File: src/rtl/trk_pkg.sv
package trk_pkg;
  typedef enum logic [1:0] {
    QUAD_UNDER = 2'b00,
    QUAD_IN    = 2'b01,
    QUAD_OVER  = 2'b10,
    QUAD_BAD   = 2'b11
  } quad_e;

  function automatic int min_gap(input int clk_khz, input int rate_lsb_ms);
    int g;
    g = clk_khz / rate_lsb_ms;
    return (g < 1) ? 1 : g;
  endfunction
endpackage

File: src/rtl/trk_rate_guard.sv
module trk_rate_guard #(
  parameter int GAP_FAST = 41,
  parameter int GAP_SLOW = 125
) (
  input  logic clk_i,
  input  logic rst_ni,
  input  logic pulse_i,
  input  logic mode_i,
  output logic overspeed_o
);
  localparam int GAP_SAT = (GAP_SLOW > GAP_FAST) ? GAP_SLOW : GAP_FAST;
  localparam int GAP_W   = $clog2(GAP_SAT + 1);

  logic [GAP_W-1:0] gap_q;
  logic [GAP_W-1:0] min_gap;
  logic             over_q;

  assign min_gap = mode_i ? GAP_W'(GAP_SLOW) : GAP_W'(GAP_FAST);

  // gap_q = cycles since last pulse, saturating; reset to saturated so first pulse is legal
  always_ff @(posedge clk_i or negedge rst_ni) begin
    if (!rst_ni) begin
      gap_q  <= GAP_W'(GAP_SAT);
      over_q <= 1'b0;
    end else if (pulse_i) begin
      gap_q  <= GAP_W'(1);
      over_q <= (gap_q < min_gap);
    end else if (gap_q != GAP_W'(GAP_SAT)) begin
      gap_q  <= gap_q + GAP_W'(1);
    end
  end

  assign overspeed_o = over_q;

  AST_NO_FLAG_WITHOUT_PULSE: assert property (@(posedge clk_i) disable iff (!rst_ni)
    !pulse_i |=> $stable(over_q));

  AST_GAP_NONZERO: assert property (@(posedge clk_i) disable iff (!rst_ni)
    gap_q != '0);
endmodule

File: src/rtl/trk_updown.sv
module trk_updown #(
  parameter int POS_W = 15,
  parameter logic [POS_W-1:0] POS_MAX  = '1,
  parameter logic [POS_W-1:0] NULL_POS = '0
) (
  input  logic             clk_i,
  input  logic             rst_ni,
  input  logic             step_i,
  input  logic             up_i,
  input  logic             in_range_i,
  output logic [POS_W-1:0] pos_o,
  output logic             lost_o
);
  logic [POS_W-1:0] pos_q;
  logic             lost_q;
  logic             at_top, at_bot, sat_hit;

  assign at_top  = (pos_q == POS_MAX);
  assign at_bot  = (pos_q == '0);
  assign sat_hit = step_i && ((up_i && at_top) || (!up_i && at_bot));

  always_ff @(posedge clk_i or negedge rst_ni) begin
    if (!rst_ni) begin
      pos_q <= NULL_POS;
    end else if (step_i && !sat_hit) begin
      pos_q <= up_i ? pos_q + POS_W'(1) : pos_q - POS_W'(1);
    end
  end

  always_ff @(posedge clk_i or negedge rst_ni) begin
    if (!rst_ni)         lost_q <= 1'b0;
    else if (sat_hit)    lost_q <= 1'b1;
    else if (in_range_i) lost_q <= 1'b0;
  end

  assign pos_o  = pos_q;
  assign lost_o = lost_q;

  AST_STEP_UP: assert property (@(posedge clk_i) disable iff (!rst_ni)
    step_i && up_i && !at_top |=> pos_q == $past(pos_q) + POS_W'(1));

  AST_STEP_DOWN: assert property (@(posedge clk_i) disable iff (!rst_ni)
    step_i && !up_i && !at_bot |=> pos_q == $past(pos_q) - POS_W'(1));

  AST_HOLD_IDLE: assert property (@(posedge clk_i) disable iff (!rst_ni)
    !step_i |=> $stable(pos_q));

  AST_NO_OVERFLOW: assert property (@(posedge clk_i) disable iff (!rst_ni)
    pos_q <= POS_MAX);

  AST_LOST_ON_SAT: assert property (@(posedge clk_i) disable iff (!rst_ni)
    step_i && up_i && at_top |=> lost_q && $stable(pos_q));

  AST_LOST_CLEARS: assert property (@(posedge clk_i) disable iff (!rst_ni)
    lost_q && in_range_i |=> !lost_q);
endmodule

File: src/rtl/trk_decode.sv
module trk_decode
  import trk_pkg::*;
#(
  parameter int DISP_W = 13,
  parameter int POS_W  = DISP_W + 2,
  parameter logic [POS_W-1:0] NULL_POS = '0
) (
  input  logic [POS_W-1:0]  pos_i,
  output logic [DISP_W-1:0] disp_o,
  output logic              ovr_o,
  output logic              unr_o,
  output logic              null_o,
  output logic              in_range_o
);
  quad_e quad;

  assign quad       = quad_e'(pos_i[POS_W-1 -: 2]);
  assign ovr_o      = (quad == QUAD_OVER);
  assign unr_o      = (quad == QUAD_UNDER);
  assign in_range_o = (quad == QUAD_IN);
  // low bits stay valid in every quadrant
  assign disp_o     = pos_i[DISP_W-1:0];
  assign null_o     = (pos_i == NULL_POS);
endmodule

File: src/rtl/trk_position_tracker.sv
module trk_position_tracker
  import trk_pkg::*;
#(
  parameter int DISP_W       = 13,
  parameter int CLK_KHZ      = 100000,
  parameter int RATE_FAST_MS = 2400,
  parameter int RATE_SLOW_MS = 800
) (
  input  logic              clk_i,
  input  logic              rst_ni,
  input  logic              pulse_i,
  input  logic              dir_i,
  input  logic              mode_i,
  output logic [DISP_W-1:0] disp_o,
  output logic              ovr_o,
  output logic              unr_o,
  output logic              null_o,
  output logic              lost_o,
  output logic              overspeed_o
);
  localparam int POS_W = DISP_W + 2;
  localparam logic [POS_W-1:0] POS_MAX  = POS_W'(3 * (1 << DISP_W) - 1);
  localparam logic [POS_W-1:0] NULL_POS = POS_W'(3 * (1 << (DISP_W - 1)));
  localparam int GAP_FAST = min_gap(CLK_KHZ, RATE_FAST_MS);
  localparam int GAP_SLOW = min_gap(CLK_KHZ, RATE_SLOW_MS);

  logic [POS_W-1:0] pos;
  logic             in_range;

  trk_updown #(
    .POS_W(POS_W), .POS_MAX(POS_MAX), .NULL_POS(NULL_POS)
  ) u_cnt (
    .clk_i(clk_i), .rst_ni(rst_ni), .step_i(pulse_i), .up_i(dir_i),
    .in_range_i(in_range), .pos_o(pos), .lost_o(lost_o)
  );

  trk_decode #(
    .DISP_W(DISP_W), .POS_W(POS_W), .NULL_POS(NULL_POS)
  ) u_dec (
    .pos_i(pos), .disp_o(disp_o), .ovr_o(ovr_o), .unr_o(unr_o),
    .null_o(null_o), .in_range_o(in_range)
  );

  trk_rate_guard #(
    .GAP_FAST(GAP_FAST), .GAP_SLOW(GAP_SLOW)
  ) u_rate (
    .clk_i(clk_i), .rst_ni(rst_ni), .pulse_i(pulse_i), .mode_i(mode_i),
    .overspeed_o(overspeed_o)
  );

  AST_FLAGS_EXCLUSIVE: assert property (@(posedge clk_i) disable iff (!rst_ni)
    $onehot0({ovr_o, unr_o, null_o}));

  AST_NULL_MIDCODE: assert property (@(posedge clk_i) disable iff (!rst_ni)
    null_o |-> disp_o == DISP_W'(1 << (DISP_W - 1)));

  AST_LOST_OUTSIDE: assert property (@(posedge clk_i) disable iff (!rst_ni)
    $rose(lost_o) |-> (ovr_o || unr_o));
endmodule

File: config.mk
export PLATFORM = sky130hd
export DESIGN_NAME = trk_position_tracker
export DESIGN_NICKNAME = d
export VERILOG_FILES = /design/src/rtl/trk_pkg.sv /design/src/rtl/trk_rate_guard.sv /design/src/rtl/trk_updown.sv /design/src/rtl/trk_decode.sv /design/src/rtl/trk_position_tracker.sv
export SDC_FILE = /design/constraint.sdc
export NUM_CORES = 1
export LEC_CHECK = 0
export BUFFER_PORTS_ARGS = -buffer_cell sky130_fd_sc_hd__clkbuf_2
export CAP_MARGIN = 20
export CORE_MARGIN = 2
export CORE_UTILIZATION = 58
export DETAILED_ROUTE_END_ITERATION = 8
export HOLD_SLACK_MARGIN = 0.02
export PLACE_DENSITY = 0.89
export SETUP_SLACK_MARGIN = 0.2
export SLEW_MARGIN = 10
export SYNTH_ARGS = -nofsm -noshare
export SYNTH_HDL_FRONTEND = slang
export SYNTH_SLANG_ARGS = --single-unit
File: constraint.sdc
create_clock -name clk_i -period 5.1 [get_ports clk_i]
set_input_delay 1.53 -clock clk_i [delete_from_list [all_inputs] [get_ports clk_i]]
set_output_delay 1.53 -clock clk_i [all_outputs]
set_load 0.05 [all_outputs]
==> reports/results.txt <==
FF-to-FF Start - u_cnt.pos_o[2]
Post-Synthesis Net Count - 256
synth top area cells - dfrtp_1 (20%), ha_1 (11%), dfstp_2 (11%)
Critical Path Source - dir_i
Setup Fix Bufs, Post-CTS - 0
Max FO, Critical Path - 8
Final Hold Viols - 0
Via density - 6.20
asr flop ratio synth - 1.00
clock share of power - 0.081
Die H - 62.7 um
IO Count - 23
vias in the first global route - 1,739
RSZ-0062 raised after global routing - false
CTS max path bufs - 2
Sequential Power Share - 0.279
Net Sw Power - 728 uW
Worst Clk Skew - 2.21 ps
IO buf count - 22
ant diodes - 0
Int Power - 591 uW
DRT Pass-1 Iters - 4
pin count of the biggest net entering global routing - 25
quantity of hold-fixing buffers added after cts - 0
TNS Setup - 0 ps
CP Capture Type - flop
hold_sp - u_cnt.pos_o[12]
Worst-path clk slew - 140 ps
Die ar. - 3930 um^2
Layout area overhead - 4.95%
commonest cells in the netlist - nand2_1 (23), ha_1 (18), dfrtp_1 (16), o21ai_0 (16), nor2_1 (14)
H-Tree Level Count - 1
Pwr Total - 1.32 mW
startpoint class of the critical path - primary input
Inserted Clock Buffers - 3
R2R Setup Slk - 2550 ps
Clock Sinks - 24
max cap viols - 0
clock latency on the worst-skew pair - 330 ps
worst vdd ir - 307 uV
number of synthesized flops with an enable pin - 0
Syn Inst Count - 232
Setup WS pre-CTS - 1100 ps
root cell of the clock tree - clkbuf_4
CTS tree - built
Static Leakage - 0.921 nW
DR WL/cell - 14.7 um
Yosys Warn Count - 0
drt total wl - 4220 um
layout cells sized above 1 - 0.174
routability cong. - 0.888
Period minus WS final - 3670 ps
count leader, synth - nand2_1
detailed placement HPWL - 3280 um
initial antenna violation count - 0
# nets final - 266
DP Cell Count - 283
Die Wd - 62.7 um
Final ANT Viol Nets - 0
design area - 2100 um^2
Starting Density - 0.604
worst-case hold slack - 522 ps
core area - 3310 um^2
Seq cells post-synth - 24
fin cells - 287
fillers - 272
first-pass GRT wire length - 7710 um
post-synthesis cell type count - 50
HP Class - flop to flop
leading area contributor after synthesis - dfrtp_1
Comb pwr share - 0.640
gr ovfl total - 0
Tightest Pin Transition - 614 ps
DRC - 0
final core utilization - 0.633
outcome - complete, no violations
max frequency - 272 MHz
drt first-iter violations - 89
Final Cycle Share - 0.720
WP data required - 5380 ps
Syn Area/Cell - 8.61 um^2
WP data arrival - 3950 ps
Final setup violation count - 0
Vias - 1,779
Mapped Area - 2000 um^2
register area share after synthesis - 0.306
Worst Slack Setup Final - 1430 ps
Placed Instance Area - 2060 um^2
Slew HR - 0.590
total power divided by cell area - 629 nW/um^2
Top FF cell, synth - dfrtp_1
Switching Fraction - 0.552
CTS resizes - 0
row count - 21
max-slew violation count - 0
Worst Path Class, Setup - primary input to flop
Synth top area share - 0.200
GRT Overall Usage - 0.240
layer usage:
layer,share of wire,global-route usage,wire [um],vias up
li1,-,-,-,873
met1,0.46,0.316,1960,860
met2,0.49,0.425,2060,42
met3,0.038,0.0216,159,4
met4,0.0099,0.0611,42,0
met5,0,0,0,-
cells in the final DEF, fill, tap and decap left out, types with 6 or more instances in the layout:
cell	instances
nor2_1	14
a21oi_1	8
nand4_1	9
o21ai_0	16
dfrtp_1	16
inv_1	11
xnor2_1	6
nand2_1	23
dfstp_2	8
nand2b_1	6
nand3_1	10
clkbuf_2	22
ha_1	18
critical path, stage by stage:
cell      delay (ps)
clkbuf_2         180
inv_1            160
ha_1             370
nor2b_4          140
o31a_1           280
o311a_1          400
o31a_1           290
or4b_1           500
nand3_1           90
power groups by stage:
stage               combinational [mW]  clock [mW]  sequential, mW
floorplan                        0.763           0           0.328
global placement                 0.814           0           0.366
detailed placement               0.837           0           0.370
CTS                              0.840       0.109           0.365
global route                     0.929       0.116           0.378
finish                           0.844       0.107           0.368
registers in the layout (all words and copies together) (netlist names):
| name | cells |
|---|---|
| u_rate.gap_q | 7 |
| u_cnt.pos_o | 15 |
| u_rate.overspeed_o | 1 |
| u_cnt.lost_o | 1 |
kinds of logic after synthesis:
kind of cell | after synthesis | share of synthesized area
AND/OR/NAND/NOR | 86 | 0.227
AO/OA/AOI/OAI | 58 | 0.195
buffers and inverters | 31 | 0.0845
flip-flops | 24 | 0.306
adder cells (fa/ha/maj) | 19 | 0.123
XOR/XNOR | 11 | 0.0482
multiplexers | 3 | 0.0163
final timing paths:
path,depth (start not counted),end
setup reg to reg,7,u_cnt.pos_o[12]
max in group asynchronous,1,u_cnt.pos_o[14]
min in group asynchronous,1,u_cnt.pos_o[4]
hold reg to reg,2,u_cnt.pos_o[12]
setup / recovery,9,u_cnt.pos_o[12]
hold / removal,2,u_cnt.pos_o[12]
layout make-up:
| class | count | area [um^2] | area share |
|---|---|---|---|
| flip-flops and latches | 24 | 611 | 0.291 |
| repair buffers | 25 | 133 | 0.0632 |
| inverters | 11 | 41.3 | 0.0197 |
| clock buffers | 4 | 36.3 | 0.0173 |
| well taps | 46 | 57.6 | 0.0274 |
| multi-input cells | 177 | 1220 | 0.581 |
(Power assumes the default switching activity.)
